[src/rtl/pmp_pkg.sv]
package pmp_pkg;

  // Register targets of the bus decoder
  typedef enum logic [1:0] {
    REG_NONE = 2'd0,
    REG_SEL  = 2'd1,
    REG_DIR  = 2'd2,
    REG_DAT  = 2'd3
  } pmp_reg_e;

endpackage

[src/rtl/pmp_rst_sync.sv]
module pmp_rst_sync #(
  parameter int unsigned STAGES = 2
) (
  input  logic clk,
  input  logic rst_n_i,
  output logic rst_n_o
);

  logic [STAGES-1:0] rs_q;
  logic [STAGES-1:0] rs_d;

  always_comb begin
    rs_d = {rs_q[STAGES-2:0], 1'b1};
  end

  always_ff @(posedge clk or negedge rst_n_i) begin
    if (!rst_n_i) rs_q <= '0;
    else          rs_q <= rs_d;
  end

  assign rst_n_o = rs_q[STAGES-1];

endmodule

[src/rtl/pmp_sync.sv]
module pmp_sync #(
  parameter int unsigned W      = 9,
  parameter int unsigned STAGES = 2
) (
  input  logic         clk,
  input  logic         rst_n,
  input  logic [W-1:0] din,
  output logic [W-1:0] dout
);

  logic [W-1:0] stg_q [STAGES];
  logic [W-1:0] stg_d [STAGES];

  for (genvar s = 0; s < STAGES; s++) begin : g_stage
    if (s == 0) begin : g_first
      always_comb stg_d[s] = din;
    end else begin : g_next
      always_comb stg_d[s] = stg_q[s-1];
    end

    always_ff @(posedge clk or negedge rst_n) begin
      if (!rst_n) stg_q[s] <= '0;
      else        stg_q[s] <= stg_d[s];
    end
  end

  assign dout = stg_q[STAGES-1];

  if (STAGES == 2) begin : g_chk
    logic [1:0] age_q;
    logic [1:0] age_d;

    always_comb age_d = (age_q == 2'd2) ? age_q : age_q + 2'd1;

    always_ff @(posedge clk or negedge rst_n) begin
      if (!rst_n) age_q <= '0;
      else        age_q <= age_d;
    end


    sync_lat_chk: assert property (@(posedge clk) disable iff (!rst_n)
      (age_q == 2'd2) |-> (dout == $past(din, 2)));
  end

endmodule

[src/rtl/pmp_regs.sv]
module pmp_regs
  import pmp_pkg::*;
#(
  parameter int unsigned W        = 9,
  parameter int unsigned ADDR_W   = 16,
  parameter int unsigned DATA_W   = 24,
  parameter logic [15:0] SEL_ADDR = 16'hFFE1,
  parameter logic [15:0] DIR_ADDR = 16'hFFE3,
  parameter logic [15:0] DAT_ADDR = 16'hFFE5
) (
  input  logic              clk,
  input  logic              rst_n,
  input  logic [ADDR_W-1:0] bus_addr,
  input  logic              bus_we,
  input  logic [DATA_W-1:0] bus_wdata,
  output logic [DATA_W-1:0] bus_rdata,
  input  logic [W-1:0]      pin_sync,
  output logic [W-1:0]      sel_q,
  output logic [W-1:0]      dir_q,
  output logic [W-1:0]      dat_q
);

  pmp_reg_e     hit;
  logic         sel_en, dir_en, dat_en;
  logic [W-1:0] wr_val;
  logic [W-1:0] sel_d, dir_d, dat_d;
  logic [W-1:0] dat_rd;
  logic [W-1:0] rd_vec;
  logic         unused_wdata_hi;

  // Address decode
  always_comb begin
    hit = REG_NONE;
    if      (bus_addr == ADDR_W'(SEL_ADDR)) hit = REG_SEL;
    else if (bus_addr == ADDR_W'(DIR_ADDR)) hit = REG_DIR;
    else if (bus_addr == ADDR_W'(DAT_ADDR)) hit = REG_DAT;
  end

  // Next state and clock enables
  always_comb begin
    wr_val = bus_wdata[W-1:0];
    sel_en = bus_we && (hit == REG_SEL);
    dir_en = bus_we && (hit == REG_DIR);
    dat_en = bus_we && (hit == REG_DAT);
    sel_d  = wr_val;
    dir_d  = wr_val;
    dat_d  = wr_val;
  end

  assign unused_wdata_hi = ^bus_wdata[DATA_W-1:W];

  always_ff @(posedge clk or negedge rst_n) begin
    if (!rst_n)      sel_q <= '0;
    else if (sel_en) sel_q <= sel_d;
  end

  always_ff @(posedge clk or negedge rst_n) begin
    if (!rst_n)      dir_q <= '0;
    else if (dir_en) dir_q <= dir_d;
  end

  always_ff @(posedge clk or negedge rst_n) begin
    if (!rst_n)      dat_q <= '0;
    else if (dat_en) dat_q <= dat_d;
  end

  // Read path: outputs return latched value, inputs return pad level
  for (genvar i = 0; i < W; i++) begin : g_rd
    assign dat_rd[i] = dir_q[i] ? dat_q[i] : pin_sync[i];
  end

  always_comb begin
    unique case (hit)
      REG_SEL: rd_vec = sel_q;
      REG_DIR: rd_vec = dir_q;
      REG_DAT: rd_vec = dat_rd;
      default: rd_vec = '0;
    endcase
  end

  assign bus_rdata = DATA_W'(rd_vec);


  sel_wr_chk: assert property (@(posedge clk) disable iff (!rst_n)
    (bus_we && bus_addr == ADDR_W'(SEL_ADDR)) |=> (sel_q == $past(bus_wdata[W-1:0])));


  dir_wr_chk: assert property (@(posedge clk) disable iff (!rst_n)
    (bus_we && bus_addr == ADDR_W'(DIR_ADDR)) |=> (dir_q == $past(bus_wdata[W-1:0])));


  dat_wr_chk: assert property (@(posedge clk) disable iff (!rst_n)
    (bus_we && bus_addr == ADDR_W'(DAT_ADDR)) |=> (dat_q == $past(bus_wdata[W-1:0])));


  no_we_hold_chk: assert property (@(posedge clk) disable iff (!rst_n)
    !bus_we |=> ($stable(sel_q) && $stable(dir_q) && $stable(dat_q)));


  unmapped_hold_chk: assert property (@(posedge clk) disable iff (!rst_n)
    (bus_addr != ADDR_W'(SEL_ADDR) && bus_addr != ADDR_W'(DIR_ADDR) &&
     bus_addr != ADDR_W'(DAT_ADDR))
    |=> ($stable(sel_q) && $stable(dir_q) && $stable(dat_q)));

endmodule

[src/rtl/pmp_pinmux.sv]
module pmp_pinmux #(
  parameter int unsigned W = 9
) (
  input  logic [W-1:0] sel,
  input  logic [W-1:0] dir,
  input  logic [W-1:0] dat,
  input  logic [W-1:0] pin_sync,
  input  logic [W-1:0] per_out,
  input  logic [W-1:0] per_oe,
  output logic [W-1:0] pin_out,
  output logic [W-1:0] pin_oe,
  output logic [W-1:0] per_in
);

  for (genvar i = 0; i < W; i++) begin : g_pin
    always_comb begin
      if (sel[i]) begin
        pin_out[i] = per_out[i];
        pin_oe[i]  = per_oe[i];
        per_in[i]  = pin_sync[i];
      end else begin
        pin_out[i] = dat[i];
        pin_oe[i]  = dir[i];
        per_in[i]  = 1'b0;
      end
    end
  end

endmodule

[src/rtl/pin_mux_port.sv]
module pin_mux_port #(
  parameter int unsigned ASER_PINS = 3,
  parameter int unsigned SSER_PINS = 6,
  parameter int unsigned ADDR_W    = 16,
  parameter int unsigned DATA_W    = 24,
  parameter int unsigned SYNC_STG  = 2,
  parameter logic [15:0] SEL_ADDR  = 16'hFFE1,
  parameter logic [15:0] DIR_ADDR  = 16'hFFE3,
  parameter logic [15:0] DAT_ADDR  = 16'hFFE5
) (
  input  logic                          clk,
  input  logic                          rst_n,
  input  logic [ADDR_W-1:0]             bus_addr,
  input  logic                          bus_we,
  input  logic [DATA_W-1:0]             bus_wdata,
  output logic [DATA_W-1:0]             bus_rdata,
  input  logic [ASER_PINS+SSER_PINS-1:0] pin_in,
  output logic [ASER_PINS+SSER_PINS-1:0] pin_out,
  output logic [ASER_PINS+SSER_PINS-1:0] pin_oe,
  input  logic [ASER_PINS-1:0]          aser_out,
  input  logic [ASER_PINS-1:0]          aser_oe,
  output logic [ASER_PINS-1:0]          aser_in,
  input  logic [SSER_PINS-1:0]          sser_out,
  input  logic [SSER_PINS-1:0]          sser_oe,
  output logic [SSER_PINS-1:0]          sser_in
);

  localparam int unsigned NPINS = ASER_PINS + SSER_PINS;

  logic             rst_n_int;
  logic [NPINS-1:0] pin_sync;
  logic [NPINS-1:0] sel_q, dir_q, dat_q;
  logic [NPINS-1:0] per_out, per_oe, per_in;

  pmp_rst_sync #(.STAGES(2)) u_rst (
    .clk     (clk),
    .rst_n_i (rst_n),
    .rst_n_o (rst_n_int)
  );

  pmp_sync #(.W(NPINS), .STAGES(SYNC_STG)) u_sync (
    .clk   (clk),
    .rst_n (rst_n_int),
    .din   (pin_in),
    .dout  (pin_sync)
  );

  pmp_regs #(
    .W(NPINS), .ADDR_W(ADDR_W), .DATA_W(DATA_W),
    .SEL_ADDR(SEL_ADDR), .DIR_ADDR(DIR_ADDR), .DAT_ADDR(DAT_ADDR)
  ) u_regs (
    .clk       (clk),
    .rst_n     (rst_n_int),
    .bus_addr  (bus_addr),
    .bus_we    (bus_we),
    .bus_wdata (bus_wdata),
    .bus_rdata (bus_rdata),
    .pin_sync  (pin_sync),
    .sel_q     (sel_q),
    .dir_q     (dir_q),
    .dat_q     (dat_q)
  );

  // Fixed routing: low pins to the asynchronous engine, upper to the synchronous one
  assign per_out = {sser_out, aser_out};
  assign per_oe  = {sser_oe, aser_oe};
  assign aser_in = per_in[ASER_PINS-1:0];
  assign sser_in = per_in[NPINS-1:ASER_PINS];

  pmp_pinmux #(.W(NPINS)) u_mux (
    .sel      (sel_q),
    .dir      (dir_q),
    .dat      (dat_q),
    .pin_sync (pin_sync),
    .per_out  (per_out),
    .per_oe   (per_oe),
    .pin_out  (pin_out),
    .pin_oe   (pin_oe),
    .per_in   (per_in)
  );

endmodule

[config.mk]
export PLATFORM = sky130hd
export DESIGN_NAME = pin_mux_port
export DESIGN_NICKNAME = d
export VERILOG_FILES = /design/src/rtl/pmp_pkg.sv /design/src/rtl/pmp_rst_sync.sv /design/src/rtl/pmp_sync.sv /design/src/rtl/pmp_regs.sv /design/src/rtl/pmp_pinmux.sv /design/src/rtl/pin_mux_port.sv
export SDC_FILE = /design/constraint.sdc
export NUM_CORES = 1
export LEC_CHECK = 0
export BUFFER_PORTS_ARGS = -buffer_cell sky130_fd_sc_hd__buf_2
export CORE_ASPECT_RATIO = 1.4
export CORE_MARGIN = 2
export CORE_UTILIZATION = 30
export CTS_CLUSTER_SIZE = 28
export DETAILED_ROUTE_END_ITERATION = 10
export PLACE_DENSITY = 0.71
export SLEW_MARGIN = 15
export SYNTH_ARGS = -nofsm -noshare
export SYNTH_HDL_FRONTEND = slang
export SYNTH_SLANG_ARGS = --single-unit
[constraint.sdc]
create_clock -name clk -period 1.5 [get_ports clk]
set_input_delay 0.075 -clock clk [delete_from_list [all_inputs] [get_ports clk]]
set_output_delay 0.075 -clock clk [all_outputs]
set_load 0.005 [all_outputs]
==> results.py, run 1 <==
metrics = {
    "global_routing": {
        "grt_start_max_net_pins": 22,
        "grt_pass1_vias": 1632,
        "track_usage_pct": 12.71,
        "grt_pass1_wl_mm": 8.211,
        "grt_overflow_total": 0,
        "antenna_found_initial": 0,
    },
    "pwr": {
        "switching_share_pct": 21.55,
        "comb_power_share_pct": 7.0,
        "p_leak_nw": 1.726,
        "power.density_cell_area_nw_per_um2": 758.1,
        "p_total_mw": 2.473,
        "seq_power_share_pct": 53.1,
        "clkPwrFrac_pct": 39.9,
        "p_sw_mw": 0.5329,
        "p_int_mw": 1.940,
        "ir_drop_mv": 0.6990,
    },
    "die": {
        "dieArea_sq_um": 8462,
        "rows": 37,
        "io_pins": 121,
        "core_sq_um": 7407,
        "die_height_um": 108.0,
        "die_w_um": 78.32,
        "start_util_pct": 31.32,
    },
    "finish": {
        "final_nets": 349,
        "diodes": 0,
        "instances_no_fill": 377,
        "drive_above_1_share_pct": 62.14,
        "fin_area_sq_um": 3262,
        "areaGrowthSynthToFinish_pct": 40.61,
    },
    "route": {
        "drc": 0,
        "drt_wl_total_mm": 5.272,
        "num_vias": 1693,
        "drt_iter0_markers": 21,
        "post_drt_via_cell_ratio": 4.491,
        "antenna_left": 0,
        "dr.pass1.iters": 4,
        "wl_per_cell_um": 13.98,
    },
    "sta": {
        "drv_slew": 0,
        "finalCriticalPeriod_ps": 1469,
        "finalHoldViolCount": 0,
        "setup_viol": 0,
        "min_period_over_period_pct": 97.95,
        "finalSetupTns_ps": 0,
        "timing.fmax_mhz": 680.6,
        "final.setup_skew_ps": 6.766,
        "rsz0062_at_grt": "true",
    },
    "yosys": {
        "seq_area_frac_synth_pct": 50.70,
        "synth_edf_count": 0,
        "yosysWarnings": 0,
        "avgSynthCellArea_sq_um": 14.41,
        "netlist_area_sq_um": 2320,
        "synth_flop_cell": "dfrtp_1",
        "synth_async_sr_flop_share_pct": 100.0,
        "synthCells": 161,
        "yosysUniqueCellTypes": 25,
        "synth_seq_cells": 47,
    },
    "critical_path": {
        "endpoint_kind": "output port",
        "critPathSlowestCell": "or4_4",
        "crit_path_cell_trace": "buf_2 > nand4b_4 > or4_4 > buf_8 > nor2_2 > a221o_1 > buf_2",
        "cp.required_ps": 1420,
        "slowest_delay_ps": 550,
        "cp_max_fo": 5,
        "cpMostUsedCell": "buf_2",
        "timing_worst_setup_path_type": "primary input to output port",
        "start_kind": "primary input",
        "arrival_ps": 1390,
    },
    "cts": {
        "insertion_delay_ps": 300,
        "cts_max_level": 2,
        "cts_buffers": 5,
        "clk_path_buf_depth": 2,
        "cts_root_buffer": "clkbuf_8",
        "cts_tree": "done",
        "clkTransAtPathRegs_ps": 90,
        "clkSinkCount": 47,
    },
    "run_status": {
        "outcome": "finished, final reports clean",
    },
    "place": {
        "numPortBuffers": 90,
        "dpl_cell_area_sq_um": 2950,
        "hpwlAfterDp_mm": 3.861,
        "gp_congestion": 0.6956,
        "place_inst": 357,
    },
    "job": {
        "max_cap_violations": 0,
    },
    "worst_hold_path": {
        "hold_path_class": "primary input to register",
    },
}
worst max-delay path, delay by kind of cell:
| kind | cells | cell delay, ps |
|---|---|---|
| AOI/OAI and AO/OA | 1 | 130 |
| and+or+nand+nor | 3 | 810 |
| buffers and inverters | 3 | 380 |
logic make-up (layout without fill, tap and decap cells):
group           Yosys count  in the layout  share of synthesized area (%)
compound gates           17             17                          4.747
buf+inv                  18            123                          5.663
flops                    47             47                          50.70
mux                      54             54                          27.18
other cells               2             16                         0.3237
simple gates             23             23                          11.38
flip-flops by register name (all words and copies together) (netlist names):
register	count
u_sync.dout	9
u_regs.sel_q	9
u_regs.dat_q	9
u_sync.stg_d	9
u_rst.rs_q	2
u_regs.dir_q	9
routing by layer:
metal  wire (um)  part of all wire, %  track usage (%)  up-vias
met1        2131                   40            15.26      825
li1            -                    -                -      796
met4          52                 0.99            4.386        0
met2        2723                   52            21.61       68
met3         364                  6.9            3.840        4
met5           0                    0                0        -
cell usage after synthesis, types with 2 or more instances:
cell | instances | area, sq um
dfrtp_1 | 47 | 1176
nor2_8 | 3 | 60.06
mux2_4 | 9 | 135.1
conb_1 | 2 | 7.510
o21ai_0 | 8 | 40.04
a22oi_1 | 8 | 60.06
mux2_2 | 36 | 405.4
mux2i_1 | 9 | 90.09
buf_4 | 15 | 112.6
and2_1 | 9 | 56.30
power groups by stage:
stage / combinational, mW / sequential (mW) / clock [mW]
detailed placement: 0.147 / 1.34 / 0
global route: 0.194 / 1.32 / 1.07
floorplan: 0.0611 / 1.34 / 0
global placement: 0.144 / 1.34 / 0
CTS: 0.172 / 1.31 / 1.02
finish: 0.174 / 1.31 / 0.986
layout make-up:
cell class | count | area, sq um
fill | 698 | 4145
sequential | 47 | 1177
multi-input combinational | 110 | 1114
timing repair buffer | 114 | 724.4
tap | 97 | 121.4
clock buffer | 6 | 82.58
clock inverter | 2 | 38.79
inverter | 1 | 3.754
cells in the final DEF (no fill, tap or decap), types with 5 or more instances in the layout:
cell type,count
a22oi_1,5
and2_1,9
buf_2,88
buf_4,9
clkbuf_8,6
conb_1,16
dfrtp_1,46
dlygate4sd3_1,10
mux2_2,36
mux2_4,9
mux2i_1,9
o21ai_1,8
through the flow:
stage                     utilization, %  setup slack [ps]  hold slack [ps]
final                              44.04             30.77            34.82
after global routing               44.04            -47.86            23.28
after CTS                          43.58            -42.94            21.47
after detailed placement           39.83            -184.2           -139.5
after global placement             39.83            -164.5           -139.1
after floorplan                        -            -27.62           -220.6
timing repair:
item / 4_1_cts / 5_1_grt
gates cloned: 1 / 0
resized for setup: 9 / 11
hold endpoints to repair: 11 / 0
endpoints found under the setup margin: 9 / 9
pin swaps: 1 / 4
hold buffers: 10 / 0
setup buffers: 1 / 0
path summary, 6_finish.rpt:
check                                             from                          end  slack, ps  cells past startpoint
max                                        bus_addr[4]                 bus_rdata[7]         30                      7
min                                       bus_wdata[2]  u_regs.sel_q[2]$_DFFE_PN0P_         30                      2
max reg2reg                u_regs.sel_q[0]$_DFFE_PN0P_  u_regs.sel_q[0]$_DFFE_PN0P_        660                      1
min reg2reg                    u_rst.rs_q[1]$_DFF_PN0_  u_regs.dat_q[5]$_DFFE_PN0P_        220                      0
max in group asynchronous      u_rst.rs_q[1]$_DFF_PN0_  u_regs.dir_q[4]$_DFFE_PN0P_        800                      1
min in group asynchronous                        rst_n      u_rst.rs_q[1]$_DFF_PN0_         70                      2
No activity file was read; power rests on OpenSTA's default activity.
==> run 2, diff against run 1 <==
CORE_UTILIZATION = 49   (was 30)
PLACE_DENSITY = 0.95   (was 0.71)
SETUP_SLACK_MARGIN = 0.3   (was unset)
clock period = 1.75 ns   (was 1.5 ns; I/O delays follow)
==> run 2 against run 1 <==
Against the previous run: sequential power down 15%; critical path type unchanged; via count up 0.47%; critical endpoint is now bus_rdata[0]; wire length up 2.4%; clock power down 29%; highest routed layer unchanged; core utilization up 27 points.
==> results.py, run 2 (synthesis results as in run 1) <==
metrics = {
    "finish": {
        "final_nets": 348,
        "fill_cells": 316,
        "seqCellArea_sq_um": 1177,
        "final_util_pct": 70.54,
        "layout_common_cells": "88 x buf_2, 46 x dfrtp_1, 24 x mux2_2, 21 x mux2_4, 16 x conb_1",
        "multi_input_area_sq_um": 1179,
        "diodes": 0,
        "areaGrowthSynthToFinish_pct": 37.92,
        "layout_commonest_cell": "buf_2",
        "fin_area_sq_um": 3199,
        "drive_above_1_share_pct": 61.65,
    },
    "pwr": {
        "p_total_mw": 1.981,
        "p_leak_nw": 1.701,
        "ir_drop_mv": 0.6593,
        "power.density_cell_area_nw_per_um2": 619.2,
    },
    "die": {
        "rows": 29,
        "die_w_um": 62.15,
        "io_pins": 121,
        "dieArea_sq_um": 5308,
        "core_sq_um": 4536,
        "start_util_pct": 51.14,
        "die_height_um": 85.41,
    },
    "cts": {
        "cts_max_level": 2,
        "clkSinkCount": 47,
        "cts_root_buffer": "clkbuf_8",
        "cts_buffers": 5,
        "insertion_delay_ps": 290,
        "clkTransAtPathRegs_ps": 80,
        "cts_tree": "done",
        "clk_path_buf_depth": 2,
    },
    "route": {
        "wl_per_cell_um": 15.82,
        "wl_met3_um": 321,
        "drt_wl_total_mm": 5.396,
        "dr_wl_met2_mm": 2.956,
        "wl_met1_mm": 1.995,
        "drc": 0,
        "drt_iter0_markers": 63,
        "dr.pass1.iters": 4,
        "num_vias": 1701,
        "top_layer": "met4",
        "antenna_left": 0,
        "post_drt_via_cell_ratio": 4.988,
    },
    "critical_path": {
        "endpoint_kind": "output port",
        "worstRegToRegCells": 2,
        "worstSetupEndpoint": "bus_rdata[0]",
        "r2r_end": "u_regs.dir_q[7]$_DFFE_PN0P_",
        "start_kind": "primary input",
        "slowest_delay_ps": 550,
        "cp.required_ps": 1660,
        "timing_worst_setup_path_type": "primary input to output port",
        "worst-path-stages": 7,
        "reg2reg_slack_ps": 850,
        "arrival_ps": 1400,
        "cpLargestDelayFamily": "simple AND/OR/NAND/NOR gates",
        "cp_max_fo": 4,
        "startpoint": "bus_addr[3]",
        "path_buf_inv": 3,
        "crit_path_cell_trace": "buf_6 > or4b_4 > nor4_4 > buf_4 > a22oi_2 > o21ai_1 > buf_2",
        "critPathSlowestCell": "or4b_4",
        "r2r_start": "u_regs.dir_q[7]$_DFFE_PN0P_",
    },
    "sta": {
        "finalCriticalPeriod_ps": 1486,
        "finalHoldViolCount": 0,
        "rsz0062_at_grt": "true",
        "timing.final.ws_setup_ps": 264.5,
        "timing.fmax_mhz": 673.2,
        "hold-worst-slack_ps": 47.17,
        "drv_slew": 0,
        "final.setup_skew_ps": 3.103,
        "setup_viol": 0,
        "min_period_over_period_pct": 84.89,
    },
    "global_routing": {
        "antenna_found_initial": 0,
        "track_usage_pct": 20.78,
        "grt_overflow_total": 0,
        "grt_start_max_net_pins": 31,
        "grt_pass1_wl_mm": 8.321,
        "grt_pass1_vias": 1783,
    },
    "place": {
        "place_ws_ps": -20.55,
        "numPortBuffers": 90,
        "gp_congestion": 0.7201,
        "hpwlAfterDp_mm": 3.742,
        "dpl_cell_area_sq_um": 2909,
    },
    "run_status": {
        "outcome": "finished, final reports clean",
    },
    "worst_hold_path": {
        "hold_path_class": "primary input to register",
    },
    "job": {
        "max_cap_violations": 0,
    },
}
-- run 2: cell types whose count changed in the layout (fill, tap and decap cells not counted), moves of 2 or more --
cell	before	now
mux2_4	9	21
o21ai_1	8	6
o21ai_0	0	2
mux2_2	36	24
-- run 2: timing repair --
action | CTS | global route
gates resized for setup | 11 | 3
setup buffers | 3 | 0
pin swaps | 8 | 3
endpoints found under the hold margin | 11 | 0
gates cloned | 1 | 1
hold buffers | 10 | 0
setup endpoints to repair | 9 | 11
-- run 2: how the worst min path moves through the flow --
stage	startpoint	cells past startpoint	slack, ps	to
finish	bus_wdata[7]	2	50	u_regs.sel_q[7]$_DFFE_PN0P_
global route	bus_wdata[4]	2	40	u_regs.dir_q[4]$_DFFE_PN0P_
CTS	bus_wdata[7]	2	40	u_regs.sel_q[7]$_DFFE_PN0P_
detailed placement	rst_n	1	-130	u_rst.rs_q[0]$_DFF_PN0_
global placement	rst_n	1	-130	u_rst.rs_q[0]$_DFF_PN0_
floorplan	rst_n	0	-210	u_rst.rs_q[0]$_DFF_PN0_
-- run 2: layout make-up --
class,count,share of cell area [%]
multi-input combinational,112,36.84
inverter,1,0.1173
clock buffer,7,3.011
sequential,47,36.80
clock inverter,1,0.2346
tap,62,2.425
timing repair buffer,111,20.57
-- run 2: routing by layer --
layer	track usage (%)	vias up
met5	0	-
met4	8.081	0
met3	5.172	11
met2	39.03	69
met1	22.30	824
li1	-	797
-- run 2: worst reg2reg max path, delay by kind of cell (launching register included) --
kind	cells	cell delay (ps)
flip-flops	1	400
multiplexers	1	250
buffers and inverters	1	150
-- run 2: power breakdown --
part	internal [mW]	leakage, nW	total (mW)	switching, mW
Clock	0.359	0.0505	0.703	0.344
Combinational	0.0826	1.04	0.154	0.0711
Sequential	1.11	0.609	1.12	0.0159
-- run 2: per-stage QoR --
| step | instances | setup TNS [ps] |
|---|---|---|
| floorplan | 175 | 0 |
| global placement | 318 | -1.388 |
| detailed placement | 318 | -20.55 |
| CTS | 340 | 0 |
| global route | 341 | 0 |
| finish | 341 | 0 |
==> run 3, diff against run 2 <==
CORE_UTILIZATION = 41   (was 49)
PLACE_DENSITY = 0.89   (was 0.95)
clock period = 1.2 ns   (was 1.75 ns; I/O delays follow)
==> run 3 against run 2 <==
Against the previous run: the run now ends with negative setup slack left; setup slack worse by 560 ps; non-clock buffer count is 10 higher; total power is 53% higher; clock power increased by 64%; combinational power up 62%; final area grew 13%; clock-buffer cell count shrank 2; register-to-register slack lost 640 ps; hold slack got worse by 28 ps; final cell count increased by 5.0%; die area rose by 18%; critical path type unchanged.
==> results.py, run 3 (synthesis results as in run 1) <==
metrics = {
    "run_status": {
        "outcome": "finished, violations left",
        "violations": "negative setup slack",
    },
    "sta": {
        "finalHoldViolCount": 0,
        "rsz0062_at_grt": "true",
        "min_period_over_period_pct": 125.0,
        "hold-worst-slack_ps": 19.48,
        "timing.fmax_mhz": 666.9,
        "timing.final.ws_setup_ps": -299.5,
        "setup_viol": 54,
        "finalCriticalPeriod_ps": 1500,
        "final.setup_skew_ps": 11.49,
        "drv_slew": 0,
        "finalSetupTns_ps": -5158,
    },
    "worst_hold_path": {
        "hold_path_class": "primary input to register",
        "worstHoldStart": "bus_wdata[0]",
        "holdPathStages": 2,
    },
    "critical_path": {
        "start_kind": "primary input",
        "timing_worst_setup_path_type": "primary input to output port",
        "endpoint_kind": "output port",
        "arrival_ps": 1440,
        "cp_max_fo": 4,
        "r2r_start": "u_regs.sel_q[8]$_DFFE_PN0P_",
        "cp.required_ps": 1140,
        "worstRegToRegCells": 2,
        "startpoint": "bus_addr[1]",
    },
    "cts": {
        "cts_root_buffer": "clkbuf_8",
        "clkTransAtPathRegs_ps": 90,
        "cts_max_level": 2,
        "cts_tree": "done",
        "clk_path_buf_depth": 2,
        "insertion_delay_ps": 300,
        "clkSinkCount": 47,
        "cts_buffers": 5,
    },
    "die": {
        "core_sq_um": 5485,
        "die_w_um": 67.57,
        "io_pins": 121,
        "die_height_um": 93,
        "dieArea_sq_um": 6284,
        "rows": 32,
        "start_util_pct": 42.29,
    },
    "route": {
        "dr.pass1.iters": 4,
        "num_vias": 1743,
        "drt_iter0_markers": 27,
        "antenna_left": 0,
        "drc": 0,
        "post_drt_via_cell_ratio": 4.869,
        "drt_wl_total_mm": 5.712,
        "wl_per_cell_um": 15.96,
    },
    "pwr": {
        "ir_drop_mv": 0.8525,
        "p_leak_nw": 1.801,
        "power.density_cell_area_nw_per_um2": 839.6,
    },
    "finish": {
        "final_nets": 359,
        "areaGrowthSynthToFinish_pct": 55.61,
        "layout_commonest_cell": "buf_2",
        "instances_no_fill": 358,
        "drive_above_1_share_pct": 68.28,
        "diodes": 0,
        "layout_common_cells": "59 x buf_2, 45 x mux2_4, 36 x dfrtp_1, 30 x buf_6, 20 x buf_4",
    },
    "global_routing": {
        "grt_start_max_net_pins": 25,
        "grt_pass1_wl_mm": 9.066,
        "grt_overflow_total": 0,
        "grt_pass1_vias": 1861,
        "track_usage_pct": 19.48,
        "antenna_found_initial": 0,
    },
    "place": {
        "place_inst": 325,
        "gp_congestion": 0.7157,
        "numPortBuffers": 90,
        "hpwlAfterDp_mm": 3.772,
    },
    "job": {
        "max_cap_violations": 0,
    },
}
==> run 3: cell types whose count changed in the layout (fill, tap and decap cells not counted), sizes merged <==
cell / before / now
buf: 101 / 110
clkinv: 0 / 2
nor2: 5 / 7
bufinv: 0 / 1
clkbuf: 7 / 6
clkinvlp: 1 / 0
or4: 3 / 2
==> run 3: metrics by stage <==
| stage | area, sq um | power [mW] | setup slack (ps) | util (%) |
|---|---|---|---|---|
| after global routing | 3610 | 3.151 | -376.8 | 65.81 |
| final | 3610 | 3.031 | -299.5 | 65.81 |
| after CTS | 3507 | 3.049 | -321.9 | 63.94 |
| after detailed placement | 2935 | 1.858 | -464.6 | 53.51 |
| after global placement | 2935 | 1.849 | -434.6 | 53.51 |
| after floorplan | 2452 | 1.757 | -312.6 | - |
==> run 3: layer usage <==
layer  routed length (um)  GRT usage, %  share of wire (%)  vias up
met2                 3033         33.91                 53       72
met4                   96         5.612                1.7        0
met1                 2241         23.72                 39      848
li1                     -             -                  -      814
met3                  341         4.091                6.0        9
met5                    0             0                  0        -
==> run 3: where the power goes <==
group          switching, mW  internal, mW  leakage (nW)  total, mW
registers             0.0149          1.62         0.593       1.63
logic                  0.115         0.134          1.15      0.249
clock network          0.530         0.620        0.0581       1.15
total                  0.660          2.37          1.80       3.03
==> run 3: final cells by class <==
type | instances | area, sq um
fillers | 401 | 1876
inverters | 1 | 3.754
flip-flops and latches | 47 | 1190
clock inverters | 3 | 43.79
repair buffers | 121 | 928.4
multi-input cells | 113 | 1290
clock buffers | 5 | 68.82
well taps | 68 | 85.08
==> run 3: worst max-delay path, stage by stage <==
cell and delay (ps):
buf_6 90, or4b_4 550, nor4_4 160, buf_4 160, clkbuf_16 130, a22oi_1 80
o21ai_0 70, buf_2 130
==> run 3: path summary, 6_finish.rpt <==
check                                         endpoint  slack [ps]
min                        u_regs.dir_q[0]$_DFFE_PN0P_          20
max in group asynchronous  u_regs.sel_q[4]$_DFFE_PN0P_         660
min reg2reg                  u_sync.stg_d[0]$_DFF_PN0_         240
max                                       bus_rdata[5]        -300
min in group asynchronous      u_rst.rs_q[1]$_DFF_PN0_          50
max reg2reg                u_regs.sel_q[8]$_DFFE_PN0P_         210
==> run 3: repair_timing <==
item                                    in CTS  in global routing
endpoints found under the hold margin       11                  0
buffers inserted                            10                  1
gates resized for setup                     52                 26
hold buffers                                10                  0
pin swaps                                   18                  5
gates cloned                                 4                  0
endpoints found under the setup margin      63                 63
